**src/rtl/flyby_dma_pkg.sv**
```systemverilog
package flyby_dma_pkg;

   typedef enum logic [2:0] {
      ST_IDLE   = 3'd0,
      ST_ARMED  = 3'd1,
      ST_REQ    = 3'd2,
      ST_DIRECT = 3'd3,
      ST_IND_RD = 3'd4,
      ST_IND_WR = 3'd5
   } seq_state_t;

   typedef struct packed {
      logic dir;
      logic wide;
      logic step_en;
      logic step_down;
      logic cont;
      logic indirect;
   } chan_cfg_t;

endpackage

```
**src/rtl/flyby_dma_addr_ctr.sv**
```systemverilog
module flyby_dma_addr_ctr #(
   parameter int ADDR_W = 16
) (
   input  logic              clk,
   input  logic              rst_n,
   input  logic              load,
   input  logic [ADDR_W-1:0] load_val,
   input  logic              advance,
   input  logic              step_en,
   input  logic              step_down,
   input  logic              wide,
   output logic [ADDR_W-1:0] addr
);

   logic [ADDR_W-1:0] step;

   assign step = wide ? ADDR_W'(2) : ADDR_W'(1);

   always_ff @(posedge clk or negedge rst_n) begin
      if (!rst_n) begin
         addr <= '0;
      end else if (load) begin
         addr <= load_val;
      end else if (advance && step_en) begin
         addr <= step_down ? (addr - step) : (addr + step);
      end
   end

   // a stepping item moves the counter by exactly one item size
   assert_addr_step_R5: assert property (@(posedge clk) disable iff (!rst_n)
      (advance && step_en && !load) |=>
         (((addr - $past(addr)) == $past(step)) || (($past(addr) - addr) == $past(step))));

   // with stepping off the counter holds across an item
   assert_addr_frozen_R5: assert property (@(posedge clk) disable iff (!rst_n)
      (advance && !step_en && !load) |=> $stable(addr));

endmodule

```
**src/rtl/flyby_dma_blk_ctr.sv**
```systemverilog
module flyby_dma_blk_ctr #(
   parameter int CNT_W = 8
) (
   input  logic             clk,
   input  logic             rst_n,
   input  logic             load,
   input  logic [CNT_W-1:0] load_val,
   input  logic             dec,
   output logic             last_item
);

   logic [CNT_W-1:0] remain;
   logic             empty;

   always_ff @(posedge clk or negedge rst_n) begin
      if (!rst_n) begin
         remain <= '0;
      end else if (load) begin
         remain <= load_val;
      end else if (dec) begin
         remain <= remain - CNT_W'(1);
      end
   end

   assign last_item = (remain == CNT_W'(1));
   assign empty     = (remain == '0);

   // an item is never counted against an exhausted block
   assert_no_underflow_R7: assert property (@(posedge clk) disable iff (!rst_n)
      dec |-> !empty);

endmodule

```
**src/rtl/flyby_dma_seq.sv**
```systemverilog
module flyby_dma_seq
   import flyby_dma_pkg::*;
(
   input  logic      clk,
   input  logic      rst_n,
   input  logic      start,
   input  chan_cfg_t cfg_in,
   input  logic      load_zero,
   input  logic      last_item,
   input  logic      dev_req,
   input  logic      bus_gnt,
   output chan_cfg_t cfg_q,
   output logic      load,
   output logic      item_done,
   output logic      hold_en,
   output logic      sel_dst,
   output logic      bus_req,
   output logic      dev_ack,
   output logic      bus_rd,
   output logic      bus_wr,
   output logic      busy,
   output logic      done
);

   seq_state_t st, st_nxt, st_after;
   seq_state_t st_xfer;

   assign load    = (st == ST_IDLE) && start;
   assign st_xfer = cfg_q.indirect ? ST_IND_RD : ST_DIRECT;

   always_comb begin
      if (last_item) begin
         st_after = ST_IDLE;
      end else if (!cfg_q.cont) begin
         st_after = ST_ARMED;
      end else if (dev_req && bus_gnt) begin
         st_after = st_xfer;
      end else begin
         st_after = ST_REQ;
      end
   end

   always_comb begin
      st_nxt    = st;
      item_done = 1'b0;
      unique case (st)
         ST_IDLE: begin
            if (start) st_nxt = load_zero ? ST_IDLE : ST_ARMED;
         end
         ST_ARMED: begin
            if (dev_req) st_nxt = ST_REQ;
         end
         ST_REQ: begin
            if (bus_gnt && dev_req) st_nxt = st_xfer;
         end
         ST_DIRECT: begin
            item_done = 1'b1;
            st_nxt    = st_after;
         end
         ST_IND_RD: begin
            st_nxt = ST_IND_WR;
         end
         ST_IND_WR: begin
            item_done = 1'b1;
            st_nxt    = st_after;
         end
         default: st_nxt = ST_IDLE;
      endcase
   end

   always_ff @(posedge clk or negedge rst_n) begin
      if (!rst_n) begin
         st    <= ST_IDLE;
         cfg_q <= '0;
         done  <= 1'b0;
      end else begin
         st <= st_nxt;
         if (load) begin
            cfg_q <= cfg_in;
            done  <= load_zero;
         end else if (item_done && last_item) begin
            done <= 1'b1;
         end
      end
   end

   assign bus_req = (st == ST_REQ) || (st == ST_DIRECT) || (st == ST_IND_RD) || (st == ST_IND_WR);
   assign dev_ack = (st == ST_DIRECT);
   assign bus_rd  = ((st == ST_DIRECT) && !cfg_q.dir) || (st == ST_IND_RD);
   assign bus_wr  = ((st == ST_DIRECT) && cfg_q.dir) || (st == ST_IND_WR);
   assign hold_en = (st == ST_IND_RD);
   assign sel_dst = (st == ST_IND_WR);
   assign busy    = (st != ST_IDLE);

   // the acknowledge only accompanies a granted single-strobe bus cycle
   assert_ack_granted_R3: assert property (@(posedge clk) disable iff (!rst_n)
      dev_ack |-> (bus_gnt && (bus_rd != bus_wr)));

   // no bus cycle runs without mastership
   assert_no_cycle_ungranted_R10: assert property (@(posedge clk) disable iff (!rst_n)
      (bus_rd || bus_wr) |-> bus_gnt);

   // an indirect write is always preceded by its read
   assert_write_after_read_R4: assert property (@(posedge clk) disable iff (!rst_n)
      sel_dst |-> ($past(hold_en) && !dev_ack));

   // continuous policy keeps the bus between items
   assert_cont_keeps_bus_R9: assert property (@(posedge clk) disable iff (!rst_n)
      (item_done && cfg_q.cont && !last_item) |=> bus_req);

   // intermittent policy hands the bus back after every item
   assert_int_releases_R8: assert property (@(posedge clk) disable iff (!rst_n)
      (item_done && !cfg_q.cont) |=> !bus_req);

   // completion leaves the channel idle and off the bus
   assert_done_idle_R7: assert property (@(posedge clk) disable iff (!rst_n)
      done |-> (!busy && !bus_req));

endmodule

```
**src/rtl/flyby_dma_chan.sv**
```systemverilog
module flyby_dma_chan
   import flyby_dma_pkg::*;
#(
   parameter int ADDR_W = 16,
   parameter int DATA_W = 16,
   parameter int CNT_W  = 8
) (
   input  logic              clk,
   input  logic              rst_n,
   input  logic              start,
   input  logic              cfg_dir,
   input  logic              cfg_wide,
   input  logic              cfg_step_en,
   input  logic              cfg_step_down,
   input  logic              cfg_cont,
   input  logic              cfg_indirect,
   input  logic [CNT_W-1:0]  cfg_count,
   input  logic [ADDR_W-1:0] cfg_addr_a,
   input  logic [ADDR_W-1:0] cfg_addr_b,
   input  logic              dev_req,
   output logic              dev_ack,
   output logic              bus_req,
   input  logic              bus_gnt,
   output logic [ADDR_W-1:0] bus_addr,
   output logic              bus_rd,
   output logic              bus_wr,
   output logic              bus_wide,
   output logic [DATA_W-1:0] bus_wdata,
   input  logic [DATA_W-1:0] bus_rdata,
   output logic              busy,
   output logic              done
);

   localparam int NUM_PTR = 2;

   generate
      if (ADDR_W < 2) begin : g_bad_addr_w
         $error("flyby_dma_chan: ADDR_W below 2 cannot hold a 16-bit step");
      end
      if (DATA_W < 16) begin : g_bad_data_w
         $error("flyby_dma_chan: DATA_W must carry a 16-bit item");
      end
      if (CNT_W < 1) begin : g_bad_cnt_w
         $error("flyby_dma_chan: CNT_W must be positive");
      end
   endgenerate

   chan_cfg_t cfg_in, cfg_q;
   logic      load, item_done, hold_en, sel_dst, last_item;
   logic      load_zero;
   logic [NUM_PTR-1:0][ADDR_W-1:0] ptr_init, ptr_q;
   logic [DATA_W-1:0] hold_q;

   assign cfg_in = '{dir: cfg_dir, wide: cfg_wide, step_en: cfg_step_en,
                     step_down: cfg_step_down, cont: cfg_cont, indirect: cfg_indirect};
   assign load_zero   = (cfg_count == '0);
   assign ptr_init[0] = cfg_addr_a;
   assign ptr_init[1] = cfg_addr_b;

   flyby_dma_seq seq_i (
      .clk       (clk),
      .rst_n     (rst_n),
      .start     (start),
      .cfg_in    (cfg_in),
      .load_zero (load_zero),
      .last_item (last_item),
      .dev_req   (dev_req),
      .bus_gnt   (bus_gnt),
      .cfg_q     (cfg_q),
      .load      (load),
      .item_done (item_done),
      .hold_en   (hold_en),
      .sel_dst   (sel_dst),
      .bus_req   (bus_req),
      .dev_ack   (dev_ack),
      .bus_rd    (bus_rd),
      .bus_wr    (bus_wr),
      .busy      (busy),
      .done      (done)
   );

   flyby_dma_blk_ctr #(.CNT_W(CNT_W)) blk_i (
      .clk       (clk),
      .rst_n     (rst_n),
      .load      (load),
      .load_val  (cfg_count),
      .dec       (item_done),
      .last_item (last_item)
   );

   for (genvar gi = 0; gi < NUM_PTR; gi++) begin : g_ptr
      flyby_dma_addr_ctr #(.ADDR_W(ADDR_W)) ptr_i (
         .clk       (clk),
         .rst_n     (rst_n),
         .load      (load),
         .load_val  (ptr_init[gi]),
         .advance   (item_done),
         .step_en   (cfg_q.step_en),
         .step_down (cfg_q.step_down),
         .wide      (cfg_q.wide),
         .addr      (ptr_q[gi])
      );
   end

   always_ff @(posedge clk or negedge rst_n) begin
      if (!rst_n) begin
         hold_q <= '0;
      end else if (hold_en) begin
         hold_q <= bus_rdata;
      end
   end

   assign bus_addr  = sel_dst ? ptr_q[1] : ptr_q[0];
   assign bus_wdata = sel_dst ? hold_q : '0;
   assign bus_wide  = cfg_q.wide;

   // flyby cycles never put data from the channel on the bus
   assert_flyby_no_data_R3: assert property (@(posedge clk) disable iff (!rst_n)
      dev_ack |-> (bus_wdata == '0));

   // the indirect write repeats the word sampled in the read before it
   assert_copy_data_R4: assert property (@(posedge clk) disable iff (!rst_n)
      (bus_wr && !dev_ack) |-> (bus_wdata == $past(bus_rdata)));

endmodule

```
**config.mk**
```make
export PLATFORM = sky130hd
export DESIGN_NAME = flyby_dma_chan
export DESIGN_NICKNAME = d
export VERILOG_FILES = /design/src/rtl/flyby_dma_pkg.sv /design/src/rtl/flyby_dma_addr_ctr.sv /design/src/rtl/flyby_dma_blk_ctr.sv /design/src/rtl/flyby_dma_seq.sv /design/src/rtl/flyby_dma_chan.sv
export SDC_FILE = /design/constraint.sdc
export NUM_CORES = 1
export LEC_CHECK = 0
export BUFFER_PORTS_ARGS = -buffer_cell sky130_fd_sc_hd__buf_2
export CORE_MARGIN = 3
export CORE_UTILIZATION = 55
export CTS_BUF_LIST = sky130_fd_sc_hd__clkbuf_8
export CTS_CLUSTER_DIAMETER = 50
export DETAILED_ROUTE_END_ITERATION = 8
export PLACE_DENSITY = 0.8
export SYNTH_ARGS = -nofsm -noshare
export SYNTH_HDL_FRONTEND = slang
export SYNTH_HIERARCHICAL = 1
export SYNTH_SLANG_ARGS = --single-unit
```
**constraint.sdc**
```tcl
create_clock -name clk -period 3.9 [get_ports clk]
set_input_delay 0.585 -clock clk [delete_from_list [all_inputs] [get_ports clk]]
set_output_delay 0.585 -clock clk [all_outputs]
set_load 0.01 [all_outputs]
```
==> results of run 1 <==
==> power by group <==
part	leakage, nW	switching, mW	internal [mW]
logic	1.77	2.09	1.62
registers	0.803	0.350	1.03
clock network	0.106	0.299	0.365
==> sequential cells by signal, summed over array words and instances (netlist names) <==
| name | count |
|---|---|
| blk_i/remain | 8 |
| seq_i/done | 1 |
| seq_i/st | 3 |
| seq_i/cfg_q | 6 |
| g_ptr.ptr_i/addr | 32 |
| hold_q | 16 |
==> cells by family after synthesis <==
kind of cell | count (synthesis)
compound gates | 157
buf+inv | 49
fa+ha+maj | 34
simple gates | 181
xor+xnor | 28
mux | 41
flops | 66
==> synth_stat cells, types with 3 or more instances <==
master / number
nand2_1: 72
dfrtp_1: 66
o21ai_0: 47
a21oi_1: 43
mux2_2: 39
ha_1: 32
nor2_1: 26
inv_1: 22
and2_1: 20
xnor2_1: 17
clkbuf_1: 13
xor2_1: 11
o211ai_1: 10
buf_2: 8
nand3_1: 8
nor2b_1: 8
o221ai_1: 8
nor3_1: 7
a21o_1: 6
o21a_1: 6
and3b_1: 5
or4_1: 5
a211oi_1: 4
a31oi_1: 4
nand2b_1: 4
nand4_1: 4
a311oi_1: 3
nor4b_1: 3
o21bai_1: 3
or3_1: 3
==> layout by cell type, fill, tap and decap left out, types with 7 or more instances in the layout <==
cell type and count:
nor2b_1 8, o21ai_0 47, clkbuf_8 9, xor2_1 11
o221ai_1 8, dfrtp_1 66, nor2_1 26, and2_1 20
buf_2 105, a21oi_1 43, inv_1 22, o211ai_1 10
mux2_2 39, nand3_1 8, nand2_1 72, ha_1 32
nor3_1 7, xnor2_1 17
==> stage by stage <==
| step | utilization, % | power (mW) | cell area [sq um] | hold WS, ns |
|---|---|---|---|---|
| 2_1_floorplan | - | 4.19 | 4990 | 0.289 |
| 3_3_place_gp | 63.5 | 4.89 | 5570 | 0.482 |
| 3_5_place_dp | 63.5 | 5.03 | 5570 | 0.490 |
| 4_1_cts | 66.1 | 5.74 | 5790 | 0.266 |
| 5_1_grt | 66.1 | 6.27 | 5790 | 0.277 |
| 6_report | 66.1 | 5.76 | 5790 | 0.250 |
==> layer usage <==
| layer | up-vias | global-route usage [%] |
|---|---|---|
| met5 | - | 0 |
| li1 | 2198 | - |
| met1 | 2121 | 32.7 |
| met4 | 0 | 10.3 |
| met2 | 157 | 40.4 |
| met3 | 24 | 3.10 |
==> layout make-up <==
cell class,count,area (sq um)
flip-flops and latches,66,1650
repair buffers,110,563
clock inverters,7,101
well taps,108,135
clock buffers,9,124
fillers,730,2970
multi-input cells,441,3130
inverters,23,86.3
==> path summary, 6_finish.rpt <==
check,from,endpoint,slack (ns)
worst min register to register,hold_q[6],hold_q[6],0.50
max in group asynchronous,rst_n,g_ptr[0].ptr_i/addr[11],2.93
worst max register to register,seq_i/cfg_q[2],g_ptr[0].ptr_i/addr[8],0.76
min in group clk,cfg_addr_a[5],g_ptr[0].ptr_i/addr[5],0.44
worst max-delay path,seq_i/cfg_q[2],g_ptr[0].ptr_i/addr[8],0.76
worst min-delay path,rst_n,blk_i/remain[5],0.25
==> results list, run 1 <==
* Sequential cell area fraction in the yosys report: between 30 and 40%
- At the pin with the least slew margin, the transition time is 0.863 ns.
- Fmax achieved: 319 MHz
- The die covers roughly 10000 sq um.
- Data required time at the worst endpoint: between 4 and 5 ns
* CTS resizes: 0
- Wires add up to around 13 mm.
* Setup TNS: 0 ns
- Counting cells, the worst reg-to-reg path comes to 10.
* Number of nets in the finished design: 752
* Post-Synth Adder-Cell Area: around 9%
- # H-tree levels: 3
- In the routed design, unresolved DRC markers number 0.
* Antenna-violating nets left: 0
- Clock latency on the worst-skew pair, taken at its later pin, is 0.35 ns.
- Counting flops with a built-in enable in the synthesized netlist gives 0.
- Initial Util: 56.9%
- Register bit total from synthesis: 66
- Critical Path Source Type: flip-flop
- Wire segments on met2 add up to 5.97 mm in the final route.
- The first routing iteration left 228 violations.
- Dividing total power by cell area gives a power density of 994 nW/um^2.
- The number of hold-slack violations in the final timing report is 0.
- The initial antenna violation count is 0.
- In this run the worst path has a maximum fanout of 20.
- For this run, the slowest stage of the critical path takes 0.77 ns.
- Summing the areas of all and, or, nand and nor instances in the mapped netlist gives 19.0% of the synthesized area.
* Ratio of cells with drive above 1 in the final layout: 27.9%
- Max-slew violations: 0
- Y dimension of the die: 101 um
- The worst path uses 80.4% of the clock period.
* Grt total ovfl: 0
* Count of hold-fix buffers inserted at cts: 0
* Cell leakage power: 2.68 nW
- Across every metal layer, demand over resource in global routing totals 24.6%.
- The worst hold path belongs to the class in2async.
* RSZ-0062 raised after global routing: no
- Summed over its instances, the top area cell type makes up between 30% and 40% of the synthesized netlist area.
* Leading post-synthesis cells by cell area: dfrtp_1 (33%), mux2_2 (8.8%), ha_1 (8.0%)
- When the netlist entered floorplanning its net count stood at ~660.
- Among cell families on the critical path, the largest total delay comes from compound AO/OA/AOI/OAI gates.
- Critical path type: reg2reg
- Average wire per standard cell: 16.5 um
- Total number of yosys warnings: 6
* Standard-cell row count: 34
- The tool flagged a number of max-cap violations equal to 0.
- Entering global routing, the biggest net connects just under 80 pins.
- Counting buffers and inverters, the worst setup path is 10 cells deep.
- The number of buffers and inverters on the critical path is 1.
- Once layout is complete, the cells apart from fillers number roughly 760.
- In this run the top signal layer used is met4.
* Fraction of synthesized cell area in xor and xnor cells: 4.92%
- The area growth from synthesis to layout is 16.1%.
- CTS root buffer: clkbuf_8
- Summing the areas of all compound-gate instances in the mapped netlist gives 20.8% of the synthesized area.
- Num Clock Sinks: 66
* Count of buffers inserted at the top-level ports: approximately 110
- Across all layers, the routed design uses 4500 vias.
* Final setup margin: ~0.76 ns
* Routed length on met3: 755 um
- After detailed routing, the wire length on met1 is 5.52 mm.
* Wire length of the first global-routing pass: 20.4 mm
* Unique masters post-synth: 68
- CTS buffer count: 9
- Data on the critical path arrives at its endpoint at between 3 and 4 ns.
* Mapped Area: about 5000 sq um
- Dominant combinational cell family by area after synthesis: compound AO/OA/AOI/OAI gates
* Share of cell area taken by muxes after synthesis: 9.20%
* Setup violation total in the final timing report: 0
- Worst-case clock buffer depth: 2
* Largest area contributor in the synthesized netlist: dfrtp_1
* Ports: 106
* Endpoint class of the critical path: flip-flop
- Clock skew on the completed layout was measured at between 0.01 and 0.015 ns.
- Synthesis produced a netlist whose cell count is 556.
* Worst-case headroom to the max-slew limit: a little over two fifths
- Top FF cell, synth: dfrtp_1
- The congestion estimate from routability-driven global placement came to 0.953.
- TritonCTS built the clock tree.
* Synth async-reset ratio: 100%
- Placed wire-length estimate: 9.32 mm
* Antenna Cells: 0
- Crit path cell chain: buf_4 -> nand2_1 -> fa_1 -> nor2b_1 -> nor2_1 -> o21a_1 -> o21ai_0 -> a21oi_1 -> xor2_1 -> o221ai_1
- Number of post-CTS setup repair buffers: 0
- Standard cell core area: 8760 sq um
* Die X-Extent: between 100 and 150 um
- VDD sags by at most 508 uV.
- Prior to clock tree synthesis, the placed netlist has a worst setup slack of 0.908 ns.
- Average via count per standard cell: 5.89
- Number of detailed-route iterations in the first pass: 5
- Each instance of the synthesized netlist takes up on average 8.97 sq um.
- Via count of the first global-routing pass: 4364
- Once placement completed, the tool counted placed cells totaling 748.
- The flow ran to the end, and the final reports show no timing, DRC or antenna violations.
- Slowest stage cell, crit path: dfrtp_1
- Clock-pin slew was measured on the worst setup and hold paths at 0.08 ns.
* Shortest clock period the worst path allows after layout: 3.14 ns
Power figures use the tool's default switching activity.
==> run 2: changes to the inputs <==
--- a/config.mk
+++ b/config.mk
@@ -7,7 +7,7 @@
 export LEC_CHECK = 0
 export BUFFER_PORTS_ARGS = -buffer_cell sky130_fd_sc_hd__buf_2
 export CORE_MARGIN = 3
-export CORE_UTILIZATION = 55
+export CORE_UTILIZATION = 52
 export CTS_BUF_LIST = sky130_fd_sc_hd__clkbuf_8
 export CTS_CLUSTER_DIAMETER = 50
 export DETAILED_ROUTE_END_ITERATION = 8
==> constraint.sdc (replaced) <==
create_clock -name clk -period 2.8 [get_ports clk]
set_input_delay 0.42 -clock clk [delete_from_list [all_inputs] [get_ports clk]]
set_output_delay 0.42 -clock clk [all_outputs]
set_load 0.01 [all_outputs]
==> run 2 against run 1 <==
Against the previous run: non-clock buffer count is 9 higher; worst hold slack worse by 0.070 ns; die area grew 5.4%; sequential share of layout area shrank 0.45 points; combinational power up 42%; count of clock-buffer cells in the layout unchanged; maximum frequency is 21% higher; power is 41% higher; global-route usage decreased by 0.48 points; critical path type unchanged; critical endpoint is now blk_i/remain[3]; largest power group unchanged.
==> results list, run 2 (synthesis results as in run 1) <==
* Grt total ovfl: 0 (unchanged)
* Count of buffers inserted at the top-level ports: 105 (unchanged)
- Clock transition time at the flip-flop clock pins of the worst setup and hold paths: 0.08 ns (about the same)
- Registers with the most flip-flops: g_ptr.ptr_i/addr (32), hold_q (16), blk_i/remain (8) (unchanged)
* Power density cells: 1380 nW/um^2 (was 994 nW/um^2)
* Max FFs per register: 32 (unchanged)
- The half-perimeter wire length after detailed placement came to 9.79 mm (was 9.32 mm).
* Final setup margin: 0.213 ns (was 0.764 ns)
- The worst-case headroom to the max-slew limit was 43.1% (was 42.5%).
- The post-route clock period utilization came to 92.4% (was 80.4%).
* Average via count per standard cell: 5.87 (was 5.89)
- The type of destination of the critical path was a flip-flop (unchanged).
* Skew-Pair Late Insertion Delay: 0.35 ns (about the same)
* Filler Cell Count: 806 (was 730)
* Critical Path Source Type: flip-flop (unchanged)
- RSZ-0062 raised after global routing: no (unchanged)
- Buffers plus inverters on the worst setup path: 0 (was 1)
- The count of final max-slew check failures was 0 (unchanged).
- Delay of the slowest critical-path stage: 0.61 ns (was 0.77 ns)
- Total die area: 10800 sq um (was 10200 sq um)
- Crit path DAT: 2.85 ns (was 3.34 ns)
- Y dimension of the die: 104 um (was 101 um)
- The total of cells resized after clock tree synthesis is 0 (unchanged).
- Count of hold-fix buffers inserted at cts: 0 (unchanged)
- Cell leakage power: 2.73 nW (was 2.68 nW)
- Initial Util: 53.7% (was 56.9%)
- Ports: 106 (unchanged)
* # H-tree levels: 3 (unchanged)
- The number of CTS-inserted buffers is 9 (unchanged).
- DRC viols: 0 (unchanged)
* Clock skew: 0.0115 ns (was 0.0127 ns)
- Launching element of the worst setup path: seq_i/st[2] (was seq_i/cfg_q[2])
- Antenna-violating nets left: 0 (unchanged)
- Peak supply drop: 653 uV (was 508 uV)
- The max-capacitance violation count was 0 (unchanged).
- The total setup violations reported at the end of the flow came to 0 (unchanged).
* Flip-flop and latch area: 1650 sq um (about the same)
* Multi-input gate area in the final layout: 3130 sq um (about the same)
* Status: complete, no violations (unchanged)
* Area growth from synthesis to final layout: 18.0% (was 16.1%)
* Shortest clock period the worst path allows after layout: 2.59 ns (was 3.14 ns)
- Worst-case clock buffer depth: 2 (unchanged)
- CTS root buffer: clkbuf_8 (unchanged)
* Slowest stage cell, crit path: dfrtp_1 (unchanged)
- The most common library cell in the layout ignoring fill and taps is buf_2 (unchanged).
- Average wire per standard cell: 16.4 um (was 16.5 um)
* Worst-case setup slack after placement: 0.143 ns (was 0.908 ns)
* Number of vias in the routed layout: 4661 (was 4500)
- Register bank with the most flops: g_ptr.ptr_i/addr (unchanged)
- Overall Global Routing Usage: 24.1% (was 24.6%)
- Wire length of the first global-routing pass: 21.7 mm (was 20.4 mm)
- Standard-cell row count: 35 (was 34)
- The largest net degree at the start of global routing came to 79 (unchanged).
* Commonest non-fill, non-tap cells in the layout: buf_2 (105), nand2_1 (71), dfrtp_1 (65), o21ai_0 (47), a21oi_1 (43) (was buf_2 (105), nand2_1 (72), dfrtp_1 (66), o21ai_0 (47), a21oi_1 (43))
- The via count of the first global-routing pass is 4600 (was 4364).
- Number of post-CTS setup repair buffers: 0 (unchanged)
- Antenna Cells: 0 (unchanged)
- The clock sink total is 66 (unchanged).
* Crit-path leading delay family: simple AND/OR/NAND/NOR gates (was compound AO/OA/AOI/OAI gates)
* Beginning of the worst register-to-register path: seq_i/st[2] (was seq_i/cfg_q[2])
* Total length of routed wires: 13.0 mm (was 12.6 mm)
* Critical path type: reg2reg (unchanged)
- The initial antenna violation count was 1 (was 0).
- Number of detailed-route iterations in the first pass: 5 (unchanged)
- The fraction of layout instances using a drive strength above 1 was 29.2% (was 27.9%).
- 1st-iter DRT viols: 273 (was 228)
- Die X-Extent: 104 um (was 101 um)
* Largest fanout on the critical path: 14 (was 20)
* Setup TNS: 0 ns (unchanged)
* Number of nets in the finished design: 761 (was 752)
* Standard cell core area: 9280 sq um (was 8760 sq um)
- TritonCTS clock tree: yes (unchanged)
- Global placement routability congestion: 0.978 (was 0.953)
- The worst hold path class is in2async (unchanged).
- Crit path cell chain: xor2_1 -> and2_1 -> or3b_2 -> or3_2 -> a31oi_1 (was buf_4 -> nand2_1 -> fa_1 -> nor2b_1 -> nor2_1 -> o21a_1 -> o21ai_0 -> a21oi_1 -> xor2_1 -> o221ai_1)
- Fmax achieved: 387 MHz (was 319 MHz)
* Hold violation total from the final report: 0 (unchanged)
- The transition time at the pin with the least slew margin came to 0.854 ns (was 0.863 ns).
* Data required time at the worst endpoint: 3.06 ns (was 4.11 ns)
==> run 2: report_power, final <==
group	internal, mW	leakage [nW]	total, mW	switching, mW
clock network	0.509	0.114	0.926	0.416
registers	1.43	0.802	1.90	0.471
logic	2.33	1.81	5.30	2.98
==> run 2: path summary, 6_finish.rpt <==
path                                          end  slack, ns  depth (start not counted)
setup / recovery                  blk_i/remain[3]       0.21                          5
hold / removal                    blk_i/remain[6]       0.18                          1
setup reg to reg                  blk_i/remain[3]       0.21                          5
hold reg to reg                         hold_q[5]       0.50                          1
max in group asynchronous          seq_i/cfg_q[4]       1.86                          2
min in group clk           g_ptr[1].ptr_i/addr[3]       0.28                          2
==> run 2: through the flow <==
stage	utilization (%)	area, sq um	hold slack, ns	power (mW)	cells
floorplan	-	4990	0.124	5.84	556
global placement	61.0	5660	0.480	6.89	778
detailed placement	61.0	5660	0.489	7.10	778
CTS	63.4	5880	0.219	8.08	794
global route	63.4	5890	0.240	8.85	794
finish	63.4	5890	0.180	8.13	794
==> run 2: worst register-to-register path: stages, from the launching register on <==
cell	delay, ns
dfrtp_1	0.61
xor2_1	0.39
and2_1	0.33
or3b_2	0.54
or3_2	0.43
a31oi_1	0.19
==> run 2: cell type report <==
| type | instances | area share (%) |
|---|---|---|
| tap | 129 | 2.74 |
| clock buffer | 9 | 2.10 |
| inverter | 23 | 1.47 |
| multi-input combinational | 441 | 53.2 |
| clock inverter | 7 | 1.70 |
| sequential | 66 | 28.1 |
| timing repair buffer | 119 | 10.7 |
==> run 2: routing by layer <==
| layer | vias to the layer above | track usage (%) | share of wire, % |
|---|---|---|---|
| li1 | 2223 | - | - |
| met1 | 2210 | 31.8 | 45 |
| met2 | 212 | 39.9 | 47 |
| met3 | 14 | 5.40 | 7.1 |
| met4 | 2 | 6.55 | 1.4 |
| met5 | - | 0 | 0.10 |
==> run 3: changes to the inputs <==
--- a/config.mk
+++ b/config.mk
@@ -12,6 +12,7 @@
 export CTS_CLUSTER_DIAMETER = 50
 export DETAILED_ROUTE_END_ITERATION = 8
 export PLACE_DENSITY = 0.8
+export RECOVER_POWER = 100
 export SYNTH_ARGS = -nofsm -noshare
 export SYNTH_HDL_FRONTEND = slang
 export SYNTH_HIERARCHICAL = 1
==> run 3 against run 2 <==
Against the previous run: the flow now finishes with violations (capacitance limit, slew limit); die area is the same; maximum frequency grew 0.15%; power shrank 2.2%; worst setup slack gained 0.0039 ns; count of clock-buffer cells in the layout is the same; clock power is essentially flat; cell area shrank 1.8%; clock skew is essentially flat; wire length is essentially flat; global-route usage is the same; flip-flop and latch count is the same; largest cell class unchanged.
==> results list, run 3 (synthesis results as in run 1) <==
- Max-slew violations: 40 (was 0)
* Measured slew at the worst slew-check pin: 2.05 ns (was 0.854 ns)
* Cell Area, Placed: 5660 sq um (unchanged)
* Status: complete, but fails checks (was complete, no violations)
- The maximum count of clock buffers along a single path is 2 (unchanged).
- Number of detailed-route iterations in the first pass: 5 (unchanged)
* Total die area: 10800 sq um (unchanged)
- The final RePlAce weighted congestion is 0.978 (unchanged).
* Area growth from synthesis to final layout: 15.9% (was 18.0%)
- Power density cells: 1380 nW/um^2 (about the same)
* Number of vias in the routed layout: 4652 (was 4661)
* Ratio of cells with drive above 1 in the final layout: 23.2% (was 29.2%)
- CTS buffer count: 9 (unchanged)
- DRC viols: 0 (unchanged)
* Peak supply drop: 647 uV (was 653 uV)
- Worst-case headroom to the max-slew limit: -36.8% (was 43.1%)
* Commonest non-fill, non-tap cells in the layout: buf_2 (77), nand2_1 (71), dfrtp_1 (65), o21ai_0 (47), a21oi_1 (43) (was buf_2 (105), nand2_1 (71), dfrtp_1 (65), o21ai_0 (47), a21oi_1 (43))
- 1st-iter DRT viols: 255 (was 273)
* Average wire per standard cell: 16.4 um (about the same)
- Grt total ovfl: 0 (unchanged)
* Register bank with the most flops: g_ptr.ptr_i/addr (unchanged)
- Violated checks: capacitance limit, slew limit
* Initial Util: 53.7% (unchanged)
- Clock skew: 0.0111 ns (was 0.0115 ns)
- The total wire length after detailed routing was 13.0 mm (about the same).
- Registers with the most flip-flops: g_ptr.ptr_i/addr (32), hold_q (16), blk_i/remain (8) (unchanged).
* Filler Cell Count: 841 (was 806)
- Via count of the first global-routing pass: 4600 (unchanged)
- The clock period minus final worst setup slack was 2.58 ns (was 2.59 ns).
- The max-capacitance violation count is 1 (was 0).
* Clock transition time at the flip-flop clock pins of the worst setup and hold paths: 0.08 ns (about the same)
* Data required time at the worst endpoint: 2.38 ns (was 3.06 ns)
- Delay of the slowest critical-path stage: 0.40 ns (was 0.61 ns)
* Endpoint class of the critical path: output port (was flip-flop)
* Initial antenna violation count: 1 (unchanged)
* Standard-cell row count: 35 (unchanged)
* Crit path cell chain: clkbuf_1 -> and3b_1 -> buf_4 -> mux2_1 -> buf_2 (was xor2_1 -> and2_1 -> or3b_2 -> or3_2 -> a31oi_1)
* Wire length of the first global-routing pass: 21.7 mm (unchanged)
* Setup TNS: 0 ns (unchanged)
- Largest net degree at the start of global routing: 79 (unchanged)
- Worst R2R Setup Slack: 0.27 ns (was 0.21 ns)
- The clock tree root driver cell is clkbuf_8 (unchanged).
- The maximum fanout count along the critical path came to 33 (was 14).
- The number of inserted diodes is 0 (unchanged).
- RSZ-0062 raised after global routing: no (unchanged)
- Instance count along the most critical hold path: 3
- The total I/O pin count came to 106 (unchanged).
- The TritonCTS clock tree was yes (unchanged).
- Critical path type: reg2out (was reg2reg)
* Setup violation total in the final timing report: 0 (unchanged)
- Num Clock Sinks: 66 (unchanged)
- Count of buffers inserted at the top-level ports: 105 (unchanged)
- Critical Path Source Type: flip-flop (unchanged)
- The highest-delay cell along the critical path is mux2_1 (was dfrtp_1).
- Average via count per standard cell: 5.86 (was 5.87)
- For hold timing, the worst endpoint is g_ptr[1].ptr_i/addr[1].
- The worst reg2reg path startpoint is seq_i/st[2] (unchanged).
* Skew-Pair Late Insertion Delay: 0.35 ns (about the same)
* Antenna-violating nets left: 0 (unchanged)
* Final non-filler cell area: 5780 sq um (was 5890 sq um)
* Die X-Extent: 104 um (unchanged)
* Crit path DAT: 2.16 ns (was 2.85 ns)
- The floorplan die height is 104 um (unchanged).
- Max FFs per register: 32 (unchanged)
- In this run the most critical hold path is launched from cfg_addr_b[1].
* Placed wire-length estimate: 9.79 mm (unchanged)
- Cells on worst reg2reg path: 5 (unchanged)
* Fmax achieved: 387 MHz (about the same)
- Portion of the clock cycle consumed by the worst path in the final layout: 92.2% (was 92.4%)
- Critical R2R Capture: blk_i/remain[3] (unchanged)
- Overall Global Routing Usage: 24.1% (unchanged)
- The leakage power came to 2.59 nW (was 2.73 nW).
- Hold violation total from the final report: 0 (unchanged)
* Worst min path class: in2reg (was in2async)
- The final-stage net count was 761 (unchanged).
- The core footprint came to 9280 sq um (unchanged).
- # H-tree levels: 3 (unchanged)
- The most common library cell in the layout ignoring fill and taps is buf_2 (unchanged).
- Count of hold-fix buffers inserted at cts: 0 (unchanged)
[run 3: worst max-delay path: cells and delay by family, from the launching register on]
| kind | cells | cell delay (ns) |
|---|---|---|
| buf+inv | 3 | 0.73 |
| simple gates | 1 | 0.29 |
| flops | 1 | 0.39 |
| mux | 1 | 0.40 |
[run 3: how the worst max path moves through the flow]
stage	from	to	slack, ns	cells past startpoint
CTS	seq_i/cfg_q[2]	g_ptr[1].ptr_i/addr[8]	0.12	8
global route	seq_i/cfg_q[2]	g_ptr[1].ptr_i/addr[8]	0.07	8
finish	seq_i/st[1]	bus_addr[5]	0.22	5
global placement	seq_i/cfg_q[2]	g_ptr[0].ptr_i/addr[12]	0.28	9
floorplan	seq_i/cfg_q[2]	g_ptr[1].ptr_i/addr[8]	0.07	8
detailed placement	seq_i/cfg_q[2]	g_ptr[1].ptr_i/addr[8]	0.14	8
[run 3: report_power, final]
group          internal (mW)  switching (mW)
clock                  0.509           0.415
combinational           2.21            2.93
sequential              1.43           0.462
[run 3: final cells by class]
cell class / count / area [sq um] / area share [%]
multi-input combinational: 441 / 3090 / 53.5
sequential: 66 / 1650 / 28.6
timing repair buffer: 119 / 567 / 9.80
tap: 129 / 161 / 2.79
clock buffer: 9 / 124 / 2.14
clock inverter: 7 / 100 / 1.73
inverter: 23 / 86.3 / 1.49
[run 3: per-layer routing]
| layer | vias up | wire length (um) | global-route usage (%) | part of all wire [%] |
|---|---|---|---|---|
| met1 | 2219 | 5770 | 31.8 | 44 |
| met3 | 22 | 905 | 5.40 | 7.0 |
| li1 | 2221 | - | - | - |
| met5 | - | 13 | 0 | 0.10 |
| met4 | 2 | 238 | 6.55 | 1.8 |
| met2 | 188 | 6080 | 39.9 | 47 |
[run 3: stage by stage]
stage | total power [mW] | hold WS (ns) | std cells | setup slack, ns | util, %
final | 7.96 | 0.279 | 794 | 0.217 | 62.3
after global routing | 8.68 | 0.269 | 794 | 0.0692 | 62.3
after detailed placement | 7.10 | 0.489 | 778 | 0.143 | 61.0
after global placement | 6.89 | 0.480 | 778 | 0.285 | 61.0
after CTS | 8.08 | 0.219 | 794 | 0.118 | 63.4
after floorplan | 5.84 | 0.124 | 556 | 0.0682 | -
[run 3: repair_timing]
| action | CTS | global route |
|---|---|---|
| gates resized for setup | 0 | 2 |
| setup buffers | 0 | 0 |
| endpoints found under the setup margin | 0 | 5 |
